--- src/rtl/irq_cnt_pkg.sv ---
package irq_cnt_pkg;

    localparam int DATA_W = 32;
    localparam int STRB_W = DATA_W / 8;

    // word indices of the four registers
    localparam logic [1:0] IDX_CTRL = 2'd0;
    localparam logic [1:0] IDX_CNT  = 2'd1;
    localparam logic [1:0] IDX_AUX  = 2'd2;
    localparam logic [1:0] IDX_CLR  = 2'd3;

    // control register bit positions
    localparam int CTRL_EN_BIT = 0;
    localparam int CTRL_LD_BIT = 1;

    localparam logic [1:0] RESP_OKAY = 2'b00;

    // merge new data into old data, one byte lane per strobe bit
    function automatic logic [DATA_W-1:0] merge_bytes(
        input logic [DATA_W-1:0] old_v,
        input logic [DATA_W-1:0] new_v,
        input logic [STRB_W-1:0] strb
    );
        logic [DATA_W-1:0] res;
        res = old_v;
        for (int b = 0; b < STRB_W; b++) begin
            if (strb[b]) res[b*8 +: 8] = new_v[b*8 +: 8];
        end
        return res;
    endfunction

endpackage

--- src/rtl/icnt_axil_regs.sv ---
module icnt_axil_regs
    import irq_cnt_pkg::*;
#(
    parameter int ADDR_W = 4,
    parameter int CNT_W  = 8
) (
    input  logic               clk,
    input  logic               rst_n,
    input  logic [ADDR_W-1:0]  awaddr,
    input  logic               awvalid,
    output logic               awready,
    input  logic [DATA_W-1:0]  wdata,
    input  logic [STRB_W-1:0]  wstrb,
    input  logic               wvalid,
    output logic               wready,
    output logic [1:0]         bresp,
    output logic               bvalid,
    input  logic               bready,
    input  logic [ADDR_W-1:0]  araddr,
    input  logic               arvalid,
    output logic               arready,
    output logic [DATA_W-1:0]  rdata,
    output logic [1:0]         rresp,
    output logic               rvalid,
    input  logic               rready,
    input  logic [CNT_W-1:0]   cnt_val,
    output logic               run_en,
    output logic               load_en,
    output logic [CNT_W-1:0]   load_val,
    output logic [DATA_W-1:0]  clr_word
);

    typedef struct packed {
        logic [DATA_W-1:0] ctrl;
        logic [CNT_W-1:0]  preload;
        logic [DATA_W-1:0] aux;
        logic [DATA_W-1:0] clr;
        logic              bvalid;
        logic              rvalid;
        logic [DATA_W-1:0] rdata;
    } rf_t;

    rf_t rf_d, rf_q;

    logic              wr_go, rd_go;
    logic [1:0]        wr_idx, rd_idx;
    logic [DATA_W-1:0] cnt_ext;
    logic [DATA_W-1:0] pre_ext;
    logic [DATA_W-1:0] pre_new;
    logic              unused_addr_bits;

    assign wr_idx = awaddr[3:2];
    assign rd_idx = araddr[3:2];
    assign unused_addr_bits = &{1'b0, awaddr, araddr};

    always_comb begin
        cnt_ext = '0;
        cnt_ext[CNT_W-1:0] = cnt_val;
        pre_ext = '0;
        pre_ext[CNT_W-1:0] = rf_q.preload;
    end

    assign pre_new = merge_bytes(pre_ext, wdata, wstrb);

    assign wr_go = awvalid && wvalid && !rf_q.bvalid;
    assign rd_go = arvalid && !rf_q.rvalid;

    always_comb begin
        rf_d = rf_q;
        if (rf_q.bvalid && bready) rf_d.bvalid = 1'b0;
        if (rf_q.rvalid && rready) rf_d.rvalid = 1'b0;

        if (wr_go) begin
            unique case (wr_idx)
                IDX_CTRL: rf_d.ctrl    = merge_bytes(rf_q.ctrl, wdata, wstrb);
                IDX_CNT:  rf_d.preload = pre_new[CNT_W-1:0];
                IDX_AUX:  rf_d.aux     = merge_bytes(rf_q.aux, wdata, wstrb);
                default:  rf_d.clr     = merge_bytes(rf_q.clr, wdata, wstrb);
            endcase
            rf_d.bvalid = 1'b1;
        end

        if (rd_go) begin
            unique case (rd_idx)
                IDX_CTRL: rf_d.rdata = rf_q.ctrl;
                IDX_CNT:  rf_d.rdata = cnt_ext;
                IDX_AUX:  rf_d.rdata = rf_q.aux;
                default:  rf_d.rdata = rf_q.clr;
            endcase
            rf_d.rvalid = 1'b1;
        end
    end

    always_ff @(posedge clk) begin
        if (!rst_n) rf_q <= '0;
        else        rf_q <= rf_d;
    end

    assign awready  = wr_go;
    assign wready   = wr_go;
    assign bvalid   = rf_q.bvalid;
    assign bresp    = RESP_OKAY;
    assign arready  = rd_go;
    assign rvalid   = rf_q.rvalid;
    assign rdata    = rf_q.rdata;
    assign rresp    = RESP_OKAY;
    assign run_en   = rf_q.ctrl[CTRL_EN_BIT];
    assign load_en  = rf_q.ctrl[CTRL_LD_BIT];
    assign load_val = rf_q.preload;
    assign clr_word = rf_q.clr;

endmodule

--- src/rtl/icnt_counter.sv ---
module icnt_counter #(
    parameter int CNT_W = 8
) (
    input  logic             clk,
    input  logic             rst_n,
    input  logic             run_en,
    input  logic             load_en,
    input  logic [CNT_W-1:0] load_val,
    output logic [CNT_W-1:0] count,
    output logic             roll
);

    localparam logic [CNT_W-1:0] CNT_MAX = '1;

    typedef struct packed {
        logic [CNT_W-1:0] cnt;
        logic             roll;
    } cnt_st_t;

    cnt_st_t st_d, st_q;

    always_comb begin
        st_d      = st_q;
        st_d.roll = 1'b0;
        if (load_en) begin
            st_d.cnt = load_val;
        end else if (run_en) begin
            if (st_q.cnt == CNT_MAX) begin
                st_d.cnt  = '0;
                st_d.roll = 1'b1;
            end else begin
                st_d.cnt = st_q.cnt + 1'b1;
            end
        end
    end

    always_ff @(posedge clk) begin
        if (!rst_n) st_q <= '0;
        else        st_q <= st_d;
    end

    assign count = st_q.cnt;
    assign roll  = st_q.roll;

endmodule

--- src/rtl/icnt_flags.sv ---
module icnt_flags #(
    parameter int FLAG_W = 8
) (
    input  logic              clk,
    input  logic              rst_n,
    input  logic [FLAG_W-1:0] set_vec,
    input  logic [FLAG_W-1:0] clr_vec,
    output logic [FLAG_W-1:0] flags
);

    logic [FLAG_W-1:0] flag_d, flag_q;

    always_comb begin
        flag_d = (flag_q | set_vec) & ~clr_vec;
    end

    always_ff @(posedge clk) begin
        if (!rst_n) flag_q <= '0;
        else        flag_q <= flag_d;
    end

    assign flags = flag_q;

endmodule

--- src/rtl/irq_counter_axil.sv ---
module irq_counter_axil
    import irq_cnt_pkg::*;
#(
    parameter int ADDR_W = 4,
    parameter int CNT_W  = 8,
    parameter int FLAG_W = 8
) (
    input  logic              aclk,
    input  logic              aresetn,
    input  logic [ADDR_W-1:0] s_awaddr,
    input  logic              s_awvalid,
    output logic              s_awready,
    input  logic [31:0]       s_wdata,
    input  logic [3:0]        s_wstrb,
    input  logic              s_wvalid,
    output logic              s_wready,
    output logic [1:0]        s_bresp,
    output logic              s_bvalid,
    input  logic              s_bready,
    input  logic [ADDR_W-1:0] s_araddr,
    input  logic              s_arvalid,
    output logic              s_arready,
    output logic [31:0]       s_rdata,
    output logic [1:0]        s_rresp,
    output logic              s_rvalid,
    input  logic              s_rready,
    input  logic [FLAG_W-2:0] evt_i,
    output logic              roll_o,
    output logic [FLAG_W-1:0] flag_o,
    output logic              irq_o
);

    logic              run_en, load_en;
    logic [CNT_W-1:0]  load_val, count;
    logic [DATA_W-1:0] clr_word;
    logic [FLAG_W-1:0] clr_vec, set_vec;
    logic              roll;

    icnt_axil_regs #(.ADDR_W(ADDR_W), .CNT_W(CNT_W)) u_regs (
        .clk      (aclk),
        .rst_n    (aresetn),
        .awaddr   (s_awaddr),
        .awvalid  (s_awvalid),
        .awready  (s_awready),
        .wdata    (s_wdata),
        .wstrb    (s_wstrb),
        .wvalid   (s_wvalid),
        .wready   (s_wready),
        .bresp    (s_bresp),
        .bvalid   (s_bvalid),
        .bready   (s_bready),
        .araddr   (s_araddr),
        .arvalid  (s_arvalid),
        .arready  (s_arready),
        .rdata    (s_rdata),
        .rresp    (s_rresp),
        .rvalid   (s_rvalid),
        .rready   (s_rready),
        .cnt_val  (count),
        .run_en   (run_en),
        .load_en  (load_en),
        .load_val (load_val),
        .clr_word (clr_word)
    );

    icnt_counter #(.CNT_W(CNT_W)) u_cnt (
        .clk      (aclk),
        .rst_n    (aresetn),
        .run_en   (run_en),
        .load_en  (load_en),
        .load_val (load_val),
        .count    (count),
        .roll     (roll)
    );

    assign clr_vec = clr_word[FLAG_W-1:0];
    assign set_vec = {evt_i, roll};

    icnt_flags #(.FLAG_W(FLAG_W)) u_flags (
        .clk     (aclk),
        .rst_n   (aresetn),
        .set_vec (set_vec),
        .clr_vec (clr_vec),
        .flags   (flag_o)
    );

    assign roll_o = roll;
    assign irq_o  = |flag_o;

endmodule

--- config.mk ---
export PLATFORM = sky130hd
export DESIGN_NAME = irq_counter_axil
export DESIGN_NICKNAME = d
export VERILOG_FILES = /design/src/rtl/irq_cnt_pkg.sv /design/src/rtl/icnt_axil_regs.sv /design/src/rtl/icnt_counter.sv /design/src/rtl/icnt_flags.sv /design/src/rtl/irq_counter_axil.sv
export SDC_FILE = /design/constraint.sdc
export NUM_CORES = 1
export LEC_CHECK = 0
export BUFFER_PORTS_ARGS = -buffer_cell sky130_fd_sc_hd__buf_4
export CORE_AREA = 2 2 108 110
export CTS_CLUSTER_DIAMETER = 50
export DETAILED_ROUTE_END_ITERATION = 8
export DIE_AREA = 0 0 110 112
export GPL_TIMING_DRIVEN = 0
export HOLD_SLACK_MARGIN = 0.12
export MAX_ROUTING_LAYER = met4
export PLACE_DENSITY = 0.84
export SYNTH_ARGS = -nofsm -noshare
export SYNTH_HDL_FRONTEND = slang
export SYNTH_SLANG_ARGS = --single-unit
--- constraint.sdc ---
create_clock -name aclk -period 3.85 [get_ports aclk]
set_clock_uncertainty 0.1 [all_clocks]
set_input_delay 0.385 -clock aclk [delete_from_list [all_inputs] [get_ports aclk]]
set_output_delay 0.385 -clock aclk [all_outputs]
set_load 0.01 [all_outputs]
==> summary.txt, run 1 <==
Clocking
  • # hold bufs at CTS: 7
  • Root Driver: clkbuf_16
  • CTS resizes: 0
  • Num CTS Buffers: 17
  • CTS max path bufs: 2
  • Sink Count: ~160
  • CTS tree: done
  • Clk Latency, worst-skew pair: 0.42 ns
  • Setup bufs post-CTS: 0
  • H-tree depth: 4
  • Clock-pin slew on the worst setup and hold paths: approximately 0.060 ns

Logic synthesis
  • Top cells by area, synth: dfxtp_1 47%, mux2i_1 16%, nor2_1 8.3%
  • Number of synthesized flops with an enable pin: 0
  • Async set-reset flop share out of synthesis: 0
  • Avg Inst Size Synth: ~10 sq um
  • Main synth FF type: dfxtp_1
  • FF+latch count, synth: 155
  • Sequential element share of the synthesized area: 0.467
  • Synth Cell Area: approximately 6600 sq um
  • Synth top area share: 0.467
  • Distinct cell type count after synthesis: 38
  • Warnings from Yosys: 0
  • Post-synth top area cell: dfxtp_1
  • Synthesized instance count: roughly 660

Power and ir drop
  • PD cells: between 400 and 500 nW/um^2
  • Static leakage: between 0.003 and 0.004 uW
  • Power Total: between 3000 and 4000 uW
  • Maximum VDD drop: about 0.33 mV

Drt
  • Drt first pass iters: 5
  • Via count: approximately 5500
  • Antenna Nets Post-Route: 0
  • DRC Markers: 0
  • Wire per inst: slightly below 20 um
  • Drt total wl: 18100 um
  • Vias/cell: between 5 and 6
  • Initial drt markers: between 300 and 400

STA
  • Max Fclk: about 0.47 GHz
  • Final setup viols: 0
  • Fin. Hold Viols: 0
  • Worst slew margin: 0.523
  • Setup_tns: 0 ns
  • Fin crit period: between 2 and 2.5 ns
  • Slew Limit Fails: 0
  • Fin Hold WS: ~0.12 ns
  • Worst-margin pin slew: 0.716 ns
  • Final cycle utilization of the critical path: 0.549
  • RSZ-0062 raised after global routing: no

Worst setup path
  • CP startpoint kind: flop
  • Worst Path Required: around 3.4 ns
  • CP Capture Type: output pin
  • Crit path arrival time: roughly 1.6 ns
  • Critical Path Start: u_regs.rvalid$_SDFFE_PN0P_
  • Worst r2r src: u_regs.rvalid$_SDFFE_PN0P_
  • WS Path Type: flop to output pin
  • CP max FO: 10

Floorplan
  • Die H: ~110 um
  • Core box area: approximately 11000 sq um
  • Starting Density: 0.595
  • Top Ports: 109
  • Die Width: approximately 110 um
  • Die ar.: approximately 12000 sq um
  • Cell Rows: 39

Status
  • Outcome: finished, final reports clean

Hold path
  • Hold Crit Start: s_wdata[10]
  • HP Class: primary input to flop

Finish
  • Final cell count without fillers: between 900 and 1000
  • Ant diodes: 0
  • Final core occ: 0.741
  • Most frequent cells in the layout: 155 x dfxtp_1, 147 x nor2_1, 138 x buf_4
  • Nets: roughly 840
  • Synthesis-to-layout area growth: 24.5%
  • Commonest non-fill, non-tap cell in the layout: dfxtp_1
  • Layout fillers: 738
  • Layout cells sized above 1: 0.289

Placement
  • Placed insts: 901
  • DP HPWL: approximately 12000 um
  • Placer congestion estimate: 0.886
  • Port Buf Inserts: 96

Global route
  • Initial antenna violation count: 0
  • Total Routing Usage GR: 0.310
  • Largest net degree at the start of global routing: 17
  • Vias in the first global route: 5519
  • GRT Residual Overflow: 0
  • First-pass GRT wire length: 28000 um

Run
  • Max-cap violations: 0
cell usage after synthesis (2+ instances only):
cell type and count:
mux2_2 24, nor3_1 32, nor4_1 3, nor2_1 147
mux2i_1 107, xnor2_1 6, nand3_1 3, mux4_2 8
clkbuf_1 22, dfxtp_1 155, buf_2 12, inv_1 3
nand3_4 7, a21oi_1 14, nand2b_1 3, o22ai_1 2
a221oi_1 24, nand2_1 20, inv_2 2, nand4_1 3
nand4_2 2, buf_4 42, buf_12 2, a22oi_1 2
kinds of logic after synthesis:
| kind of cell | share of synthesized area |
|---|---|
| xor gates and xnor gates | 0.00791 |
| adders and majority gates | 0.00188 |
| muxes | 0.229 |
| and+or+nand+nor | 0.165 |
| buffers and inverters | 0.0794 |
| DFF | 0.467 |
| other | 0.000564 |
| AOI/OAI and AO/OA | 0.0501 |
through the flow:
| step | worst slack (ns) | instance area (sq um) |
|---|---|---|
| 6_report | 1.74 | 8280 |
| 5_1_grt | 1.67 | 8280 |
| 4_1_cts | 1.75 | 8280 |
| 3_5_place_dp | 1.86 | 7560 |
| 3_3_place_gp | 1.90 | 7560 |
| 2_1_floorplan | 2.26 | 6660 |
worst paths after layout:
path / end / slack [ns] / cells past startpoint
worst max register to register: u_regs.rdata[17]$_SDFFE_PN0P_ / 2.03 / 6
worst min register to register: u_flags.flags[3]$_SDFF_PN0_ / 0.36 / 1
worst min-delay path: u_regs.rf_q[116]$_SDFFE_PN0P_ / 0.12 / 3
worst max-delay path: s_arready / 1.74 / 5
power by group:
part / internal [uW] / switching (uW) / total, uW
logic: 164 / 197 / 361
clock network: 1180 / 652 / 1830
registers: 1640 / 24.9 / 1670
cell type report:
cell class / instances / area [sq um] / share of cell area
inverters: 5 / 18.8 / 0.00227
flip-flops and latches: 155 / 3100 / 0.375
multi-input cells: 423 / 3030 / 0.366
clock buffers: 20 / 457 / 0.0552
plain buffers: 79 / 509 / 0.0615
well taps: 143 / 179 / 0.0216
repair buffers: 103 / 791 / 0.0955
clock inverters: 11 / 191 / 0.0231
state kept, by name, summed over array words and instances, names as in the netlist:
| signal | flops |
|---|---|
| u_regs.load_en | 1 |
| u_flags.flags | 8 |
| u_regs.rf_q | 62 |
| u_regs.rdata | 32 |
| u_regs.rvalid | 1 |
| u_regs.clr_word | 32 |
| u_regs.run_en | 1 |
| u_cnt.roll | 1 |
| u_regs.bvalid | 1 |
| u_cnt.count | 8 |
| u_regs.load_val | 8 |
critical path: stages (launching register included):
cell and delay [ns]:
dfxtp_1 0.32, nand2b_1 0.15, buf_2 0.19, inv_2 0.13
buf_2 0.25, buf_4 0.17
metal layers:
layer / global-route usage / up-vias / share of wire
met5: - / - / 0
met4: 0.149 / 0 / 0.030
met3: 0.0732 / 56 / 0.078
li1: - / 2499 / -
met2: 0.478 / 278 / 0.48
met1: 0.379 / 2708 / 0.41
No activity file was read; power rests on OpenSTA's default activity.
==> run 2: changes to the inputs <==
--- a/config.mk
+++ b/config.mk
@@ -6,14 +6,14 @@
 export NUM_CORES = 1
 export LEC_CHECK = 0
 export BUFFER_PORTS_ARGS = -buffer_cell sky130_fd_sc_hd__buf_4
-export CORE_AREA = 2 2 108 110
+export CORE_AREA = 2 2 112 114
 export CTS_CLUSTER_DIAMETER = 50
 export DETAILED_ROUTE_END_ITERATION = 8
-export DIE_AREA = 0 0 110 112
+export DIE_AREA = 0 0 114 116
 export GPL_TIMING_DRIVEN = 0
 export HOLD_SLACK_MARGIN = 0.12
 export MAX_ROUTING_LAYER = met4
-export PLACE_DENSITY = 0.84
+export PLACE_DENSITY = 0.79
 export SYNTH_ARGS = -nofsm -noshare
 export SYNTH_HDL_FRONTEND = slang
 export SYNTH_SLANG_ARGS = --single-unit
==> constraint.sdc (replaced) <==
create_clock -name aclk -period 2.1 [get_ports aclk]
set_clock_uncertainty 0.1 [all_clocks]
set_input_delay 0.21 -clock aclk [delete_from_list [all_inputs] [get_ports aclk]]
set_output_delay 0.21 -clock aclk [all_outputs]
set_load 0.01 [all_outputs]
==> run 2 against run 1 <==
Effect of this change:
- die area grew 7.3%
- utilization is 2.2 points lower
- critical path depth increased by 1
- largest power group is now registers
- highest routed layer unchanged
==> summary.txt, run 2 (synthesis results as in run 1) <==
Status
  • Outcome: finished, final reports clean

Finish
  • Most frequent cells in the layout: 155 x dfxtp_1, 147 x nor2_1, 138 x buf_4
  • Final cell count without fillers: around 980
  • Layout fillers: about 850
  • Layout cells sized above 1: 0.276
  • Commonest non-fill, non-tap cell in the layout: dfxtp_1
  • Finished layout cell area: 8560 sq um
  • Ant diodes: 0
  • Nets: slightly below 900
  • Biggest register: u_regs.rf_q
  • Largest register FFs: 62
  • Synthesis-to-layout area growth: 28.8%

Hold path
  • Hold Crit Start: s_awaddr[3]
  • Worst Hold Depth: 4
  • Hold Path Sink: u_regs.clr_word[8]$_SDFFE_PN0P_
  • HP Class: primary input to flop

Floorplan
  • Die ar.: ~13000 sq um
  • Cell Rows: 40
  • Core box area: 11900 sq um
  • Die Width: around 110 um
  • Top Ports: about 110
  • Die H: roughly 120 um
  • Starting Density: 0.558

Clocking
  • Root Driver: clkbuf_16
  • Num CTS Buffers: 17
  • # hold bufs at CTS: 42
  • Clk Latency, worst-skew pair: 0.42 ns
  • Sink Count: 155
  • CTS max path bufs: 2
  • Clock-pin slew on the worst setup and hold paths: around 0.060 ns
  • CTS resizes: 0
  • CTS tree: done
  • H-tree depth: 4
  • Setup bufs post-CTS: 0

STA
  • Setup_tns: 0 ns
  • Slew Limit Fails: 0
  • Fin Hold WS: 0.181 ns
  • Worst slew margin: 0.523
  • RSZ-0062 raised after global routing: no
  • Fin. Hold Viols: 0
  • Worst-margin pin slew: 0.715 ns
  • Final setup viols: 0
  • Fin crit period: roughly 2.0 ns
  • Max Fclk: approximately 0.49 GHz
  • Final cycle utilization of the critical path: 0.965

Worst setup path
  • WS Path Type: primary input to flop
  • CP Capture Type: flop
  • R2R depth: 5
  • Crit path arrival time: 2.20 ns
  • Reg2Reg Setup Slack: 0.37 ns
  • Critical Path Start: aresetn
  • Worst Path Required: 2.27 ns
  • Worst r2r src: u_regs.bvalid$_SDFFE_PN0P_
  • R2R Path End: u_regs.clr_word[21]$_SDFFE_PN0P_
  • CP max FO: 10
  • CP startpoint kind: primary input

Global route
  • First-pass GRT wire length: between 20000 and 30000 um
  • Vias in the first global route: 5454
  • Largest net degree at the start of global routing: 17
  • Total Routing Usage GR: 0.288
  • Initial antenna violation count: 0
  • GRT Residual Overflow: 0

Placement
  • Placed cell area: 7560 sq um
  • DP HPWL: 11700 um
  • Placed insts: around 910
  • Placer congestion estimate: about 0.85
  • Port Buf Inserts: 96

Drt
  • Initial drt markers: between 400 and 500
  • Vias/cell: ~5.7
  • Wire per inst: roughly 18 um
  • Via count: about 5600
  • DRC Markers: 0
  • Antenna Nets Post-Route: 0
  • Drt total wl: approximately 18000 um
  • Drt first pass iters: 5

Power and ir drop
  • Net Sw Frac: 0.237
  • Clock power frac: 0.443
  • Seq pwr share: 0.452
  • Maximum VDD drop: ~0.60 mV
  • Combinational group share of total power: 0.105
  • Switch Pwr: between 1500 and 2000 uW
  • PD cells: slightly below 800 nW/um^2
  • Internal cell power: 5160 uW
  • Static leakage: approximately 0.0040 uW

Run
  • Max-cap violations: 0
## run 2: cell types whose count changed in the layout (fill, tap and decap cells not counted)
cell,delta
clkinv_4,+1
clkinvlp_4,+1
bufinv_16,-3
clkbuf_1,+1
dlygate4sd3_1,+35
## run 2: area by class of cell
class | count | area, sq um | area share
timing repair buffer | 138 | 1140 | 0.133
clock inverter | 10 | 118 | 0.0137
multi-input combinational | 423 | 3030 | 0.354
clock buffer | 21 | 460 | 0.0538
inverter | 5 | 18.8 | 0.00219
sequential | 155 | 3100 | 0.362
tap | 147 | 184 | 0.0215
buffer | 79 | 509 | 0.0595
## run 2: worst max-delay path by stage
| stage | endpoint | cells past startpoint |
|---|---|---|
| floorplan | u_regs.clr_word[10]$_SDFFE_PN0P_ | 6 |
| global placement | u_regs.rf_q[76]$_SDFFE_PN0P_ | 5 |
| detailed placement | u_regs.rf_q[74]$_SDFFE_PN0P_ | 5 |
| CTS | u_regs.rf_q[74]$_SDFFE_PN0P_ | 6 |
| global route | u_regs.rf_q[66]$_SDFFE_PN0P_ | 6 |
| finish | u_regs.rf_q[77]$_SDFFE_PN0P_ | 6 |
## run 2: per-stage QoR
step                      worst slack, ns   util  power (uW)
final                              0.0727  0.719        6760
after detailed placement            0.240  0.635        3750
after CTS                           0.108  0.719        6750
after global placement              0.310  0.635        3730
after global routing              0.00755  0.719        6960
after floorplan                     0.620      -        3470
## run 2: layer usage
metal / GRT usage / part of all wire / vias to the layer above
li1: - / - / 2575
met1: 0.354 / 0.42 / 2694
met2: 0.456 / 0.48 / 238
met3: 0.0669 / 0.072 / 45
met4: 0.124 / 0.026 / 0
met5: - / 0 / -
## run 2: power groups by stage
stage          clock network [uW]  logic [uW]  registers, uW
3_5_place_dp                    0         633           3120
4_1_cts                      3000         699           3050
6_report                     2990         710           3050
3_3_place_gp                    0         621           3110
5_1_grt                      3140         758           3060
2_1_floorplan                   0         355           3110
## run 2: critical path, stage by stage
cell           delay, ns
dlygate4sd3_1       0.53
buf_4               0.15
inv_2               0.15
clkbuf_1            0.41
clkbuf_1            0.59
nor2_1              0.14
